File: config.mk
export PLATFORM = sky130hd
export DESIGN_NAME = chan_cmd_bank
export DESIGN_NICKNAME = d
export VERILOG_FILES = /design/src/rtl/chan_cmd_pkg.sv /design/src/rtl/cmd_decode.sv /design/src/rtl/flag_vec.sv /design/src/rtl/cmd_rd_mux.sv /design/src/rtl/chan_cmd_bank.sv
export SDC_FILE = /design/constraint.sdc
export NUM_CORES = 1
export LEC_CHECK = 0
export ABC_AREA = 1
export BUFFER_PORTS_ARGS = -buffer_cell sky130_fd_sc_hd__buf_2
export CAP_MARGIN = 20
export CORE_MARGIN = 2
export CORE_UTILIZATION = 53
export CTS_BUF_LIST = sky130_fd_sc_hd__clkbuf_8
export CTS_CLUSTER_SIZE = 8
export DETAILED_ROUTE_END_ITERATION = 6
export GPL_ROUTABILITY_DRIVEN = 0
export PLACE_DENSITY = 0.83
export SYNTH_ARGS = -nofsm -noshare
export SYNTH_HDL_FRONTEND = slang
export SYNTH_SLANG_ARGS = --single-unit
File: constraint.sdc
create_clock -name clk -period 2.3 [get_ports clk]
set_input_delay 0.575 -clock clk [delete_from_list [all_inputs] [get_ports clk]]
set_output_delay 0.575 -clock clk [all_outputs]
set_load 0.05 [all_outputs]
File: src/rtl/chan_cmd_pkg.sv
package chan_cmd_pkg;
  localparam int CMD_W    = 8;
  localparam int OP_COUNT = 8;
  localparam int IDX_W    = 5;
  localparam int ALL_BIT  = 6;
  localparam int NOP_BIT  = 7;

  // low three address bits of a command port pick the operation
  typedef enum logic [2:0] {
    OP_SET_REQ   = 3'd0,
    OP_CLR_REQ   = 3'd1,
    OP_SET_EIE   = 3'd2,
    OP_CLR_EIE   = 3'd3,
    OP_CLR_INT   = 3'd4,
    OP_CLR_ERR   = 3'd5,
    OP_SET_START = 3'd6,
    OP_CLR_DONE  = 3'd7
  } cmd_op_e;

  // word index (address bits 5:2) of readable vectors
  typedef enum logic [3:0] {
    RW_REQ   = 4'd0,
    RW_EIE   = 4'd1,
    RW_INT   = 4'd2,
    RW_ERR   = 4'd3,
    RW_DONE  = 4'd4,
    RW_START = 4'd5
  } rd_word_e;
endpackage

File: src/rtl/cmd_decode.sv
module cmd_decode
  import chan_cmd_pkg::*;
#(
  parameter int NCH    = 32,
  parameter int ADDR_W = 6
) (
  input  logic                          clk,
  input  logic                          rst_n,
  input  logic                          wr,
  input  logic [ADDR_W-1:0]             addr,
  input  logic [CMD_W-1:0]              wdata,
  output logic [OP_COUNT-1:0][NCH-1:0]  op_mask
);
  localparam logic [ADDR_W-4:0] CMD_PAGE = (ADDR_W-3)'(3);

  logic           hit;
  logic [2:0]     op;
  logic [IDX_W-1:0] idx;
  logic [NCH-1:0] sel;
  logic [OP_COUNT-1:0] ops_any;

  assign hit = wr && (addr[ADDR_W-1:3] == CMD_PAGE) && !wdata[NOP_BIT];
  assign op  = addr[2:0];
  assign idx = wdata[IDX_W-1:0];

  always_comb begin
    for (int i = 0; i < NCH; i++)
      sel[i] = wdata[ALL_BIT] || (idx == IDX_W'(i));
  end

  for (genvar g = 0; g < OP_COUNT; g++) begin : g_op
    assign op_mask[g]  = (hit && op == 3'(g)) ? sel : '0;
    assign ops_any[g]  = |op_mask[g];
  end


  one_op_chk: assert property (@(posedge clk) disable iff (!rst_n)
    $onehot0(ops_any));

  nop_quiet_chk: assert property (@(posedge clk) disable iff (!rst_n)
    (wr && wdata[NOP_BIT]) |-> (ops_any == '0));
endmodule

File: src/rtl/flag_vec.sv
module flag_vec #(
  parameter int W = 32
) (
  input  logic         clk,
  input  logic         rst_n,
  input  logic [W-1:0] set,
  input  logic [W-1:0] clr,
  output logic [W-1:0] q
);
  always_ff @(posedge clk) begin
    if (!rst_n) q <= '0;
    else        q <= (q & ~clr) | set;
  end


  set_wins_chk: assert property (@(posedge clk) disable iff (!rst_n)
    (|set) |=> ((q & $past(set)) == $past(set)));

  hold_chk: assert property (@(posedge clk) disable iff (!rst_n)
    (set == '0 && clr == '0) |=> (q == $past(q)));
endmodule

File: src/rtl/cmd_rd_mux.sv
module cmd_rd_mux
  import chan_cmd_pkg::*;
#(
  parameter int NCH    = 32,
  parameter int ADDR_W = 6,
  parameter int DATA_W = 32
) (
  input  logic              clk,
  input  logic              rst_n,
  input  logic              rd,
  input  logic [ADDR_W-1:0] addr,
  input  logic [NCH-1:0]    v_req,
  input  logic [NCH-1:0]    v_eie,
  input  logic [NCH-1:0]    v_int,
  input  logic [NCH-1:0]    v_err,
  input  logic [NCH-1:0]    v_done,
  input  logic [NCH-1:0]    v_start,
  output logic [DATA_W-1:0] rdata
);
  logic [3:0] word;
  assign word = 4'(addr[ADDR_W-1:2]);

  always_comb begin
    rdata = '0;
    if (rd) begin
      case (word)
        RW_REQ:   rdata = DATA_W'(v_req);
        RW_EIE:   rdata = DATA_W'(v_eie);
        RW_INT:   rdata = DATA_W'(v_int);
        RW_ERR:   rdata = DATA_W'(v_err);
        RW_DONE:  rdata = DATA_W'(v_done);
        RW_START: rdata = DATA_W'(v_start);
        default:  rdata = '0;
      endcase
    end
  end


  cmd_read_zero_chk: assert property (@(posedge clk) disable iff (!rst_n)
    (rd && addr[ADDR_W-1:3] == (ADDR_W-3)'(3)) |-> (rdata == '0));
endmodule

File: src/rtl/chan_cmd_bank.sv
module chan_cmd_bank
  import chan_cmd_pkg::*;
#(
  parameter int NCH    = 32,
  parameter int ADDR_W = 6,
  parameter int DATA_W = 32
) (
  input  logic              clk,
  input  logic              rst_n,
  input  logic              bus_wr,
  input  logic              bus_rd,
  input  logic [ADDR_W-1:0] bus_addr,
  input  logic [7:0]        bus_wdata,
  output logic [DATA_W-1:0] bus_rdata,
  input  logic [NCH-1:0]    hw_done_i,
  input  logic [NCH-1:0]    hw_err_i,
  output logic [NCH-1:0]    req_en_o,
  output logic [NCH-1:0]    err_int_en_o,
  output logic [NCH-1:0]    int_pend_o,
  output logic [NCH-1:0]    err_pend_o,
  output logic [NCH-1:0]    done_o,
  output logic [NCH-1:0]    start_o,
  output logic              err_irq_o
);
  logic [OP_COUNT-1:0][NCH-1:0] op_mask;

  cmd_decode #(.NCH(NCH), .ADDR_W(ADDR_W)) u_dec (
    .clk(clk), .rst_n(rst_n), .wr(bus_wr), .addr(bus_addr),
    .wdata(bus_wdata), .op_mask(op_mask)
  );

  flag_vec #(.W(NCH)) u_req (.clk(clk), .rst_n(rst_n),
    .set(op_mask[OP_SET_REQ]), .clr(op_mask[OP_CLR_REQ]), .q(req_en_o));
  flag_vec #(.W(NCH)) u_eie (.clk(clk), .rst_n(rst_n),
    .set(op_mask[OP_SET_EIE]), .clr(op_mask[OP_CLR_EIE]), .q(err_int_en_o));
  flag_vec #(.W(NCH)) u_int (.clk(clk), .rst_n(rst_n),
    .set(hw_done_i), .clr(op_mask[OP_CLR_INT]), .q(int_pend_o));
  flag_vec #(.W(NCH)) u_err (.clk(clk), .rst_n(rst_n),
    .set(hw_err_i), .clr(op_mask[OP_CLR_ERR]), .q(err_pend_o));
  flag_vec #(.W(NCH)) u_done (.clk(clk), .rst_n(rst_n),
    .set(hw_done_i), .clr(op_mask[OP_CLR_DONE]), .q(done_o));
  // start flag is cleared by its own presentation one cycle later
  flag_vec #(.W(NCH)) u_start (.clk(clk), .rst_n(rst_n),
    .set(op_mask[OP_SET_START]), .clr(start_o), .q(start_o));

  assign err_irq_o = |(err_pend_o & err_int_en_o);

  cmd_rd_mux #(.NCH(NCH), .ADDR_W(ADDR_W), .DATA_W(DATA_W)) u_rd (
    .clk(clk), .rst_n(rst_n), .rd(bus_rd), .addr(bus_addr),
    .v_req(req_en_o), .v_eie(err_int_en_o), .v_int(int_pend_o),
    .v_err(err_pend_o), .v_done(done_o), .v_start(start_o),
    .rdata(bus_rdata)
  );


  start_pulse_chk: assert property (@(posedge clk) disable iff (!rst_n)
    (op_mask[OP_SET_START] == '0) |=> (start_o == '0));

  done_clear_chk: assert property (@(posedge clk) disable iff (!rst_n)
    (op_mask[OP_CLR_DONE] != '0 && hw_done_i == '0)
      |=> ((done_o & $past(op_mask[OP_CLR_DONE])) == '0));
endmodule

# Word level (Yosys, flattened, before mapping)
# Cells that the tools add are included.
# W data, S select, Z words.
# classes
n_reduce_logical,47
n_bitwise,19
mux,10
eq_ne,44
# ops
cell,count
$mux W32,9
$and A32 B32 Y32,7
$not A32 Y32,6
$or A32 B32 Y32,6
$pmux W32 S6,1
$eq A5 B5 Y1 const B,16
$eq A5 B4 Y1 const B,8
$logic_or A1 B1 Y1,32
$reduce_or A32 Y1,1
$eq A5 B3 Y1 const B,4
$eq A3 B3 Y1 const B,4
$eq A5 B2 Y1 const B,2
$logic_and A1 B1 Y1,10
$eq A3 B2 Y1 const B,3
$eq A4 B2 Y1 const B,2
$eq A4 B3 Y1 const B,2
$eq A5 B1 Y1 const B,1
$logic_not A5 Y1,1
$eq A4 B1 Y1 const B,1
$logic_not A4 Y1,1
$eq A3 B1 Y1 const B,1
$logic_not A3 Y1,1
$logic_not A1 Y1,1
# totals
reg_bits,192
in_bits,82
word_cells,126
out_inout_bits,225

# Longest topological paths before layout
# Gate-level depths: netlist of the first run.
# depth
depth_word,8
ltp_mapped,8
mapped_depth_nobuf,7

# Modules after synthesis
# Synthesis of the first run repeated with hierarchy kept, for this count alone.
# hier_totals
cells_unflattened,2103
area_unflattened_um2,12819.8
# by_module_without_submodules
mod,cells_per_inst,area_each_um2,seq_area_each_um2,instances
flag_vec,164,1311.3,640.6,6
cmd_decode,619,2743.9,0.0,1
cmd_rd_mux,437,1971.9,0.0,1
chan_cmd_bank,63,236.5,0.0,1

# Worst setup path before layout of the first run
# OpenSTA, ideal clock, no wires.
# synth_timing
path_type,input -> output
startpoint,input port bus_addr[2]
endpoint,output port bus_rdata[0]
required_ns,1.725
cell_stages,7
arrival_time_ns,2.140
path_slack_ns,-0.415
path_buffers,2
path_cell_list,buf_2 > nor2_2 > clkbuf_1 > nand3_1 > nand2_1 > nor3_1 > nor2_1
# synth_between
elab_chain_cells,3
elab_cells_between_ends,8
classes_between,eq/ne: 5; mux: 2; reduce/logical: 1
# synth_rtl
element,line,text
start: declaration,chan_cmd_bank.sv:12,"input logic [ADDR_W-1:0] bus_addr,"
$eq A4 B3 Y1 (tied with other cells),cmd_rd_mux.sv:26,case (word)
$pmux W32 S6 (*),cmd_rd_mux.sv:26,
$mux W32 (*),cmd_rd_mux.sv:25,if (rd) begin
end: declaration,chan_cmd_bank.sv:14,"output logic [DATA_W-1:0] bus_rdata,"
# Every way passes the cells marked *; elsewhere a longest branch is shown, timed or not.

# Worst setup path after layout of the first run
# layout_timing
startpoint,input port bus_addr[4]
endpoint,output port bus_rdata[0]
# Same word-level chain as after synthesis.

==> reports/qor.txt, run 1 <==
CTS HTree Levels = 4
Syn Area/Cell = 6.347 um2
Seq/Total Area, Yosys = 0.4109
Most frequent cells in the layout = nand2_1 (572), buf_2 (268), nand3_1 (209)
Slowest-stage cell, CP = nor3_4
Final hold vios = 0
Input/output buffers = 305
Pin count of the biggest net entering global routing = 63
Layout fillers = 1267
Post-DP HPWL = 22910 um
Final WS setup = -0.07126 ns
TritonCTS buffer count = 17
Vias in the first global route = 10310
Die area = 18730 um2
Fin Clk Skew = 0 ns
Critical path startpoint category = input pin
Setup violations, final = 30
Die width = 136.9 um
First-pass GRT wire length = 52550 um
Worst-path clk slew = 0.10 ns
Synth area leaders = dfxtp_1 (41%), nand2_1 (24%), nand3_1 (12%)
Power Total = 7.123 mW
Post-Syn Area = 9355 um2
Initial DRC Count = 1178
Slew Limit Fails = 0
Final net count = 1879
CTS Hold Bufs = 0
DRC viols = 0
Most common cell after layout, fill and taps aside = nand2_1
Period utilization = 1.031
Final WL = 36910 um
Initial Util = 0.5409
DRT Pass-1 Iters = 7
Crit. End Element = output pin
CTS tree = built
Core footprint = 17300 um2
Synth cell types = 19
Clk_lat worst skew = 0.47 ns
WP buf/inv = 5
Clock Tree Buf Depth = 2
Post-route ant nets = 0
Via density = 5.702
Syn nets = 1556
Worst hold path class = in -> reg
Worst Setup Path Type = in -> out
Crit path arrival time = 1.80 ns
Leak = 6.466 nW
Routed vias = 11620
Final min period = 2.371 ns
P per Cell Area = 537.2 nW/um2
CP cell instances = buf_6 > nor2_4 > buf_4 > clkbuf_16 > buf_4 > nand3_1 > nand2_1 > nor3_4 > nor2_4 > buf_6
Post-Syn Instances = 1474
Post-layout util = 0.7666
CP Max Fanout = 5
Top Ports = 307
Synth top area share = 0.4109
Max incr delay on CP = 0.23 ns
Max transition margin = 0.3872
Synthesis-stage register bit count = 192
Clock sinks = 192
MaxCap Viol Count = 0
Fraction of layout cells with a size suffix above 1 = 0.3028
Status = complete, but fails checks
Yosys warns = 0
Failing checks = setup timing
Worst vdd ir = 0.3399 mV
Clock root buffer = clkbuf_8
Worst-margin pin slew = 0.9136 ns
Drt wl/cell = 18.11 um
Area leader, netlist = dfxtp_1
Max Fclk = 0.4217 GHz
GRT Residual Overflow = 0
Crit path max-delay family = buffers and inverters
Global Route Usage Sum = 0.3608
Area grow syn2layout = 41.73%
Rows = 48
Initial antenna violation count = 3
Chip height = 136.9 um
WP data required = 1.73 ns
RSZ-0062 raised after global routing = yes
-- report_power, final --
group,internal (mW),switching (mW)
registers,3.45,0.113
clock network,0.740,1.26
logic,0.462,1.10
-- final timing paths --
kind / cells after the start / from / end / slack (ns)
setup reg to reg: 2 / u_req.q[10] / u_req.q[10] / 1.58
setup / recovery: 10 / bus_addr[4] / bus_rdata[0] / -0.07
hold reg to reg: 2 / u_int.q[4] / u_int.q[4] / 0.48
hold / removal: 3 / hw_err_i[13] / u_err.q[13] / 0.32
-- routing by layer --
layer / up-vias / GRT usage / part of all wire
li1: 5356 / - / -
met1: 5279 / 0.4470 / 0.36
met2: 809 / 0.6094 / 0.48
met3: 176 / 0.05778 / 0.11
met4: 0 / 0.1787 / 0.054
met5: - / 0 / 0
-- tightest hold or removal path, delay by kind of cell --
family          cells  cell delay, ns
compound gates      1            0.05
buf+inv             2            0.13
-- repair_timing --
item / in CTS / in global routing
setup buffers: 3 / 7
setup endpoints to repair: 33 / 33
gates cloned: 3 / 11
pin swaps: 10 / 30
resized for setup: 98 / 86
endpoints found under the hold margin: 0 / 0
-- flip-flops by register name, indices dropped and copies added, names as in the netlist --
register	cells
u_done.q	32
u_err.q	32
u_req.q	32
u_int.q	32
u_eie.q	32
u_start.q	32
-- cells in the mapped netlist (all sizes together) --
| master | number |
|---|---|
| and2 | 1 |
| a21oi | 162 |
| nand2 | 592 |
| clkinv | 1 |
| dfxtp | 192 |
| nand4 | 6 |
| nand3 | 227 |
| inv | 112 |
| nor2 | 58 |
| nor3 | 33 |
| clkbuf | 40 |
| buf | 50 |
-- area by class of cell --
cell class                      instances  area (um2)  area share
Sequential cell                       192        3859      0.2910
Timing Repair Buffer                  394        3114      0.2349
Clock inverter                         15       97.59    0.007361
Tap cell                              225       281.5     0.02123
Multi-Input combinational cell       1079        5233      0.3946
Antenna cell                            3       7.507   0.0005662
Clock buffer                           17       234.0     0.01765
Inverter                              113       432.9     0.03265
-- cell families after synthesis --
logic type | count (synthesis) | synth area share
and+or+nand+nor | 917 | 0.4126
buffers and inverters | 203 | 0.08987
AOI/OAI and AO/OA | 162 | 0.08667
DFF | 192 | 0.4109
-- stage by stage --
| step | hold WS (ns) | std cells | cell area, um2 | setup slack (ns) | TNS [ns] |
|---|---|---|---|---|---|
| 2_1_floorplan | 0.6908 | 1474 | 9597 | -0.04916 | -1.475 |
| 3_3_place_gp | 0.4598 | 1980 | 11870 | -0.1596 | -3.432 |
| 3_5_place_dp | 0.4686 | 1980 | 11870 | -0.1976 | -4.516 |
| 4_1_cts | 0.3091 | 2018 | 12650 | -0.04249 | -0.4857 |
| 5_1_grt | 0.3121 | 2038 | 13260 | -0.1087 | -2.524 |
| 6_report | 0.3167 | 2038 | 13260 | -0.07126 | -1.247 |
Note: power is estimated with default switching activity, not from simulation.
==> run 2: changes to the inputs <==
--- a/config.mk
+++ b/config.mk
@@ -8,13 +8,15 @@
 export ABC_AREA = 1
 export BUFFER_PORTS_ARGS = -buffer_cell sky130_fd_sc_hd__buf_2
 export CAP_MARGIN = 20
-export CORE_MARGIN = 2
-export CORE_UTILIZATION = 53
+export CELL_PAD_IN_SITES_DETAIL_PLACEMENT = 1
+export CELL_PAD_IN_SITES_GLOBAL_PLACEMENT = 1
+export CORE_UTILIZATION = 36
 export CTS_BUF_LIST = sky130_fd_sc_hd__clkbuf_8
 export CTS_CLUSTER_SIZE = 8
 export DETAILED_ROUTE_END_ITERATION = 6
 export GPL_ROUTABILITY_DRIVEN = 0
-export PLACE_DENSITY = 0.83
+export PLACE_DENSITY_LB_ADDON = 0.1
+export SLEW_MARGIN = 20
 export SYNTH_ARGS = -nofsm -noshare
 export SYNTH_HDL_FRONTEND = slang
 export SYNTH_SLANG_ARGS = --single-unit
==> reports/qor.txt, run 2 (same netlist as run 1, synthesis figures left out) <==
Final hold vios = 0
Layout fillers = 3280
Max Fclk = 0.4233 GHz
Crit. End Element = output pin
Fin Clk Skew = 0 ns
Combinational share of power = 0.218
Setup_tns = -0.7351 ns
Cell Count, Final, Fillers Out = 2138
Most common cell after layout, fill and taps aside = nand2_1
Placement-stage worst setup slack = -0.2111 ns
Sw Share = 0.3574
Crit. Startpoint = bus_addr[4]
Input/output buffers = 305
Worst hold path class = in -> reg
P per Cell Area = 539.0 nW/um2
Clock group share of total power = 0.303
Worst-margin pin slew = 0.6026 ns
Post-route ant nets = 0
Reg power frac = 0.479
Worst vdd ir = 0.2912 mV
Area grow syn2layout = 47.65%
First-pass GRT wire length = 59660 um
Final WL = 42650 um
CP Max Fanout = 8
Failing checks = setup timing
Clock sinks = 192
Clk_lat worst skew = 0.48 ns
Most frequent cells in the layout = nand2_1 (553), buf_2 (268), nand3_1 (187)
Critical path startpoint category = input pin
Net switching power = 2.661 mW
Crit path arrival time = 1.79 ns
Die width = 163.2 um
TritonCTS buffer count = 17
R2R Setup Slk = 1.57 ns
Placed cells = 2068
DRC viols = 0
Worst-path clk slew = 0.12 ns
Chip height = 163.2 um
Global Route Usage Sum = 0.2890
R2r startpoint = u_eie.q[18]
Vias in the first global route = 10880
Initial antenna violation count = 4
Setup violations, final = 21
Clock Tree Buf Depth = 2
Clock root buffer = clkbuf_8
Hold path start = hw_err_i[0]
Top Ports = 307
Pin count of the biggest net entering global routing = 85
Rows = 58
Final min period = 2.362 ns
Status = complete, but fails checks
DRT Pass-1 Iters = 7
Initial DRC Count = 737
Power Total = 7.445 mW
CTS tree = built
CTS HTree Levels = 4
Post-DP HPWL = 26230 um
Initial Util = 0.3694
Final WS setup = -0.06248 ns
Fraction of layout cells with a size suffix above 1 = 0.3359
RSZ-0062 raised after global routing = yes
Via density = 5.331
CTS Hold Bufs = 0
P_int = 4.784 mW
MaxCap Viol Count = 0
Max transition margin = 0.5968
Core footprint = 25330 um2
Slew Limit Fails = 0
Drt wl/cell = 19.95 um
Worst Setup Path Type = in -> out
Final net count = 1874
WP data required = 1.73 ns
Period utilization = 1.027
GRT Residual Overflow = 0
Routed vias = 11400
Die area = 26640 um2
Leak = 6.546 nW
## run 2: changes by cell type in the layout (fill, tap and decap cells not counted), sizes merged
| cell | change |
|---|---|
| diode | +1 |
| clkbuf | +4 |
| buf | -7 |
| clkinvlp | -3 |
## run 2: through the flow
step / utilization / hold slack, ns / cell area (um2)
floorplan: - / 0.6908 / 9597
global placement: 0.4684 / 0.4611 / 11860
detailed placement: 0.4684 / 0.4672 / 11860
CTS: 0.5053 / 0.2932 / 12800
global route: 0.5453 / 0.2939 / 13810
finish: 0.5454 / 0.3051 / 13810
## run 2: final timing paths
path,end,cells after the start
worst max register to register,u_eie.q[18],3
worst max-delay path,bus_rdata[15],10
worst min-delay path,u_err.q[0],3
worst min register to register,u_done.q[12],2
## run 2: metal layers
layer	up-vias	global-route usage	part of all wire
met3	69	0.05206	0.067
met2	424	0.4890	0.48
met5	-	0	0
li1	5341	-	-
met1	5564	0.3731	0.42
met4	0	0.08199	0.024
## run 2: timing repair
item,CTS,global route
gates resized for setup,115,151
setup endpoints to repair,33,33
buffers inserted,5,13
pin swaps,18,56
gates cloned,3,16
## run 2: area by class of cell
cell class | instances | area, um2 | area share
Multi-Input combinational cell | 1079 | 5534 | 0.4006
Sequential cell | 192 | 3871 | 0.2803
Antenna cell | 4 | 10.01 | 0.0007246
Timing Repair Buffer | 389 | 3171 | 0.2295
Clock inverter | 12 | 120.1 | 0.008696
Clock buffer | 19 | 261.5 | 0.01893
Inverter | 113 | 432.9 | 0.03134
Tap cell | 330 | 412.9 | 0.02989
## run 2: worst max-delay path: stages
cell and delay (ns):
buf_8 0.10, nor2_4 0.12, buf_12 0.16, buf_12 0.17, buf_12 0.14, nand3_1 0.10, nand2_2 0.09, nor3_4 0.04
nor2_4 0.13, buf_8 0.15
## run 2: power by group through the flow
stage / Combinational [mW] / Clock (mW) / Sequential (mW)
floorplan: 0.494 / 0 / 4.04
global placement: 1.36 / 0 / 3.64
detailed placement: 1.38 / 0 / 3.64
CTS: 1.46 / 2.29 / 3.56
global route: 1.71 / 2.41 / 3.58
finish: 1.63 / 2.25 / 3.57
==> run 3: changes to the inputs <==
--- a/config.mk
+++ b/config.mk
@@ -15,7 +15,7 @@
 export CTS_CLUSTER_SIZE = 8
 export DETAILED_ROUTE_END_ITERATION = 6
 export GPL_ROUTABILITY_DRIVEN = 0
-export PLACE_DENSITY_LB_ADDON = 0.1
+export PLACE_DENSITY = 0.9
 export SLEW_MARGIN = 20
 export SYNTH_ARGS = -nofsm -noshare
 export SYNTH_HDL_FRONTEND = slang
==> reports/qor.txt, run 3 (same netlist as run 1, synthesis figures left out) <==
Status = complete, but fails checks
Failing checks = setup timing
Design area = 14170 um2
Clock group share of total power = 0.310
Worst vdd ir = 0.3412 mV
Initial Util = 0.3694
Input/output buffers = 305
Vias in the first global route = 11840
Max incr delay on CP = 0.19 ns
P per Cell Area = 547.4 nW/um2
Net switching power = 2.810 mW
Clk_lat worst skew = 0.47 ns
Period utilization = 1.071
Slowest-stage cell, CP = buf_12
Final WL = 51150 um
Fin Clk Skew = 0 ns
Post-DP Area = 11920 um2
Final WS setup = -0.1631 ns
Routed vias = 12440
CTS HTree Levels = 4
CP cell instances = buf_8 > nor2_4 > buf_12 > clkbuf_16 > buf_6 > nand3_1 > nand2_2 > nor3_4 > nor2_4 > buf_8
First-pass GRT wire length = 64500 um
Drt wl/cell = 23.69 um
DRC viols = 0
CTS Hold Bufs = 0
Clock sinks = 192
Initial DRC Count = 1068
Clock Tree Buf Depth = 2
Worst-margin pin slew = 0.5821 ns
R2r startpoint = u_err.q[3]
Critical path startpoint category = input pin
Hold path start = hw_err_i[5]
Placement-stage worst setup slack = -0.2621 ns
Global Route Usage Sum = 0.3117
Sw Share = 0.3622
DRT Pass-1 Iters = 5
Clock root buffer = clkbuf_8
Post-DP HPWL = 27650 um
Final hold vios = 0
Area grow syn2layout = 51.49%
Max transition margin = 0.6105
R2r endpoint = u_err.q[3]
Crit path arrival time = 1.89 ns
Worst Setup Path Type = in -> out
Crit. End Element = output pin
Die area = 26640 um2
Initial antenna violation count = 2
Die width = 163.2 um
Setup_tns = -2.667 ns
P_int = 4.948 mW
Reg power frac = 0.462
Rows = 58
CP Max Fanout = 9
Combinational share of power = 0.228
Worst hold path class = in -> reg
Hold EP = u_err.q[5]
Final min period = 2.463 ns
TritonCTS buffer count = 17
Core footprint = 25330 um2
MaxCap Viol Count = 0
Pin count of the biggest net entering global routing = 53
Max Fclk = 0.4060 GHz
R2R Setup Slk = 1.42 ns
Post-route ant nets = 0
Cell Count, Final, Fillers Out = 2159
CTS tree = built
Via density = 5.761
FF+latch area = 3869 um2
Chip height = 163.2 um
Most frequent cells in the layout = nand2_1 (556), buf_2 (268), nand3_1 (192)
Worst-path clk slew = 0.13 ns
RSZ-0062 raised after global routing = yes
Area of the multi-input gates = 5565 um2
Placed cells = 2080
WP data required = 1.73 ns
Fraction of layout cells with a size suffix above 1 = 0.3370
Leak = 6.698 nW
GRT Residual Overflow = 0
Slew Limit Fails = 0
Final net count = 1894
Top Ports = 307
R2R cell count = 2
Layout fillers = 3169
Worst Hold Path Cells = 3
Most common cell after layout, fill and taps aside = nand2_1
Setup violations, final = 33
run 3: routing by layer:
layer | vias to the layer above | track usage | share of wire | routed length, um
met1 | 6003 | 0.3787 | 0.38 | 19620
met5 | - | 0 | 0 | 0
met2 | 799 | 0.5368 | 0.47 | 24260
met4 | 0 | 0.1457 | 0.056 | 2843
met3 | 248 | 0.04799 | 0.087 | 4428
li1 | 5387 | - | - | -
run 3: through the flow:
stage	hold slack [ns]	power, mW	util
floorplan	0.6908	4.534	-
global placement	0.4601	4.993	0.4706
detailed placement	0.4758	5.035	0.4706
CTS	0.2895	7.456	0.5139
global route	0.2942	7.963	0.5593
finish	0.3079	7.758	0.5596
run 3: worst max path at each step:
stage / startpoint / endpoint / slack [ns]
6_report: bus_addr[4] / bus_rdata[11] / -0.16
3_3_place_gp: bus_addr[2] / bus_rdata[25] / -0.21
4_1_cts: bus_addr[4] / bus_rdata[25] / -0.1
3_5_place_dp: bus_addr[2] / bus_rdata[25] / -0.26
5_1_grt: bus_addr[3] / bus_rdata[15] / -0.19
2_1_floorplan: bus_addr[2] / bus_rdata[10] / -0.05
run 3: timing repair:
action	in CTS	in global routing
setup endpoints to repair	33	33
pin swaps	32	64
resized for setup	121	156
gates cloned	7	19
buffers inserted	11	13
run 3: area by class of cell:
| type | count | share of cell area |
|---|---|---|
| well taps | 330 | 0.02913 |
| clock buffers | 19 | 0.01845 |
| diodes | 4 | 0.0007063 |
| multi-input cells | 1079 | 0.3927 |
| inverters | 113 | 0.03037 |
| repair buffers | 409 | 0.2455 |
| flip-flops and latches | 192 | 0.2730 |
| clock inverters | 13 | 0.01015 |
run 3: power groups by stage:
stage	sequential, mW	clock (mW)	combinational [mW]
global route	3.59	2.54	1.83
global placement	3.63	0	1.36
detailed placement	3.64	0	1.40
CTS	3.56	2.38	1.51
finish	3.58	2.41	1.77
floorplan	4.04	0	0.494
run 3: critical path, delay by kind of cell:
kind,cells,cell delay [ns]
and+or+nand+nor,5,0.54
buffers and inverters,5,0.75
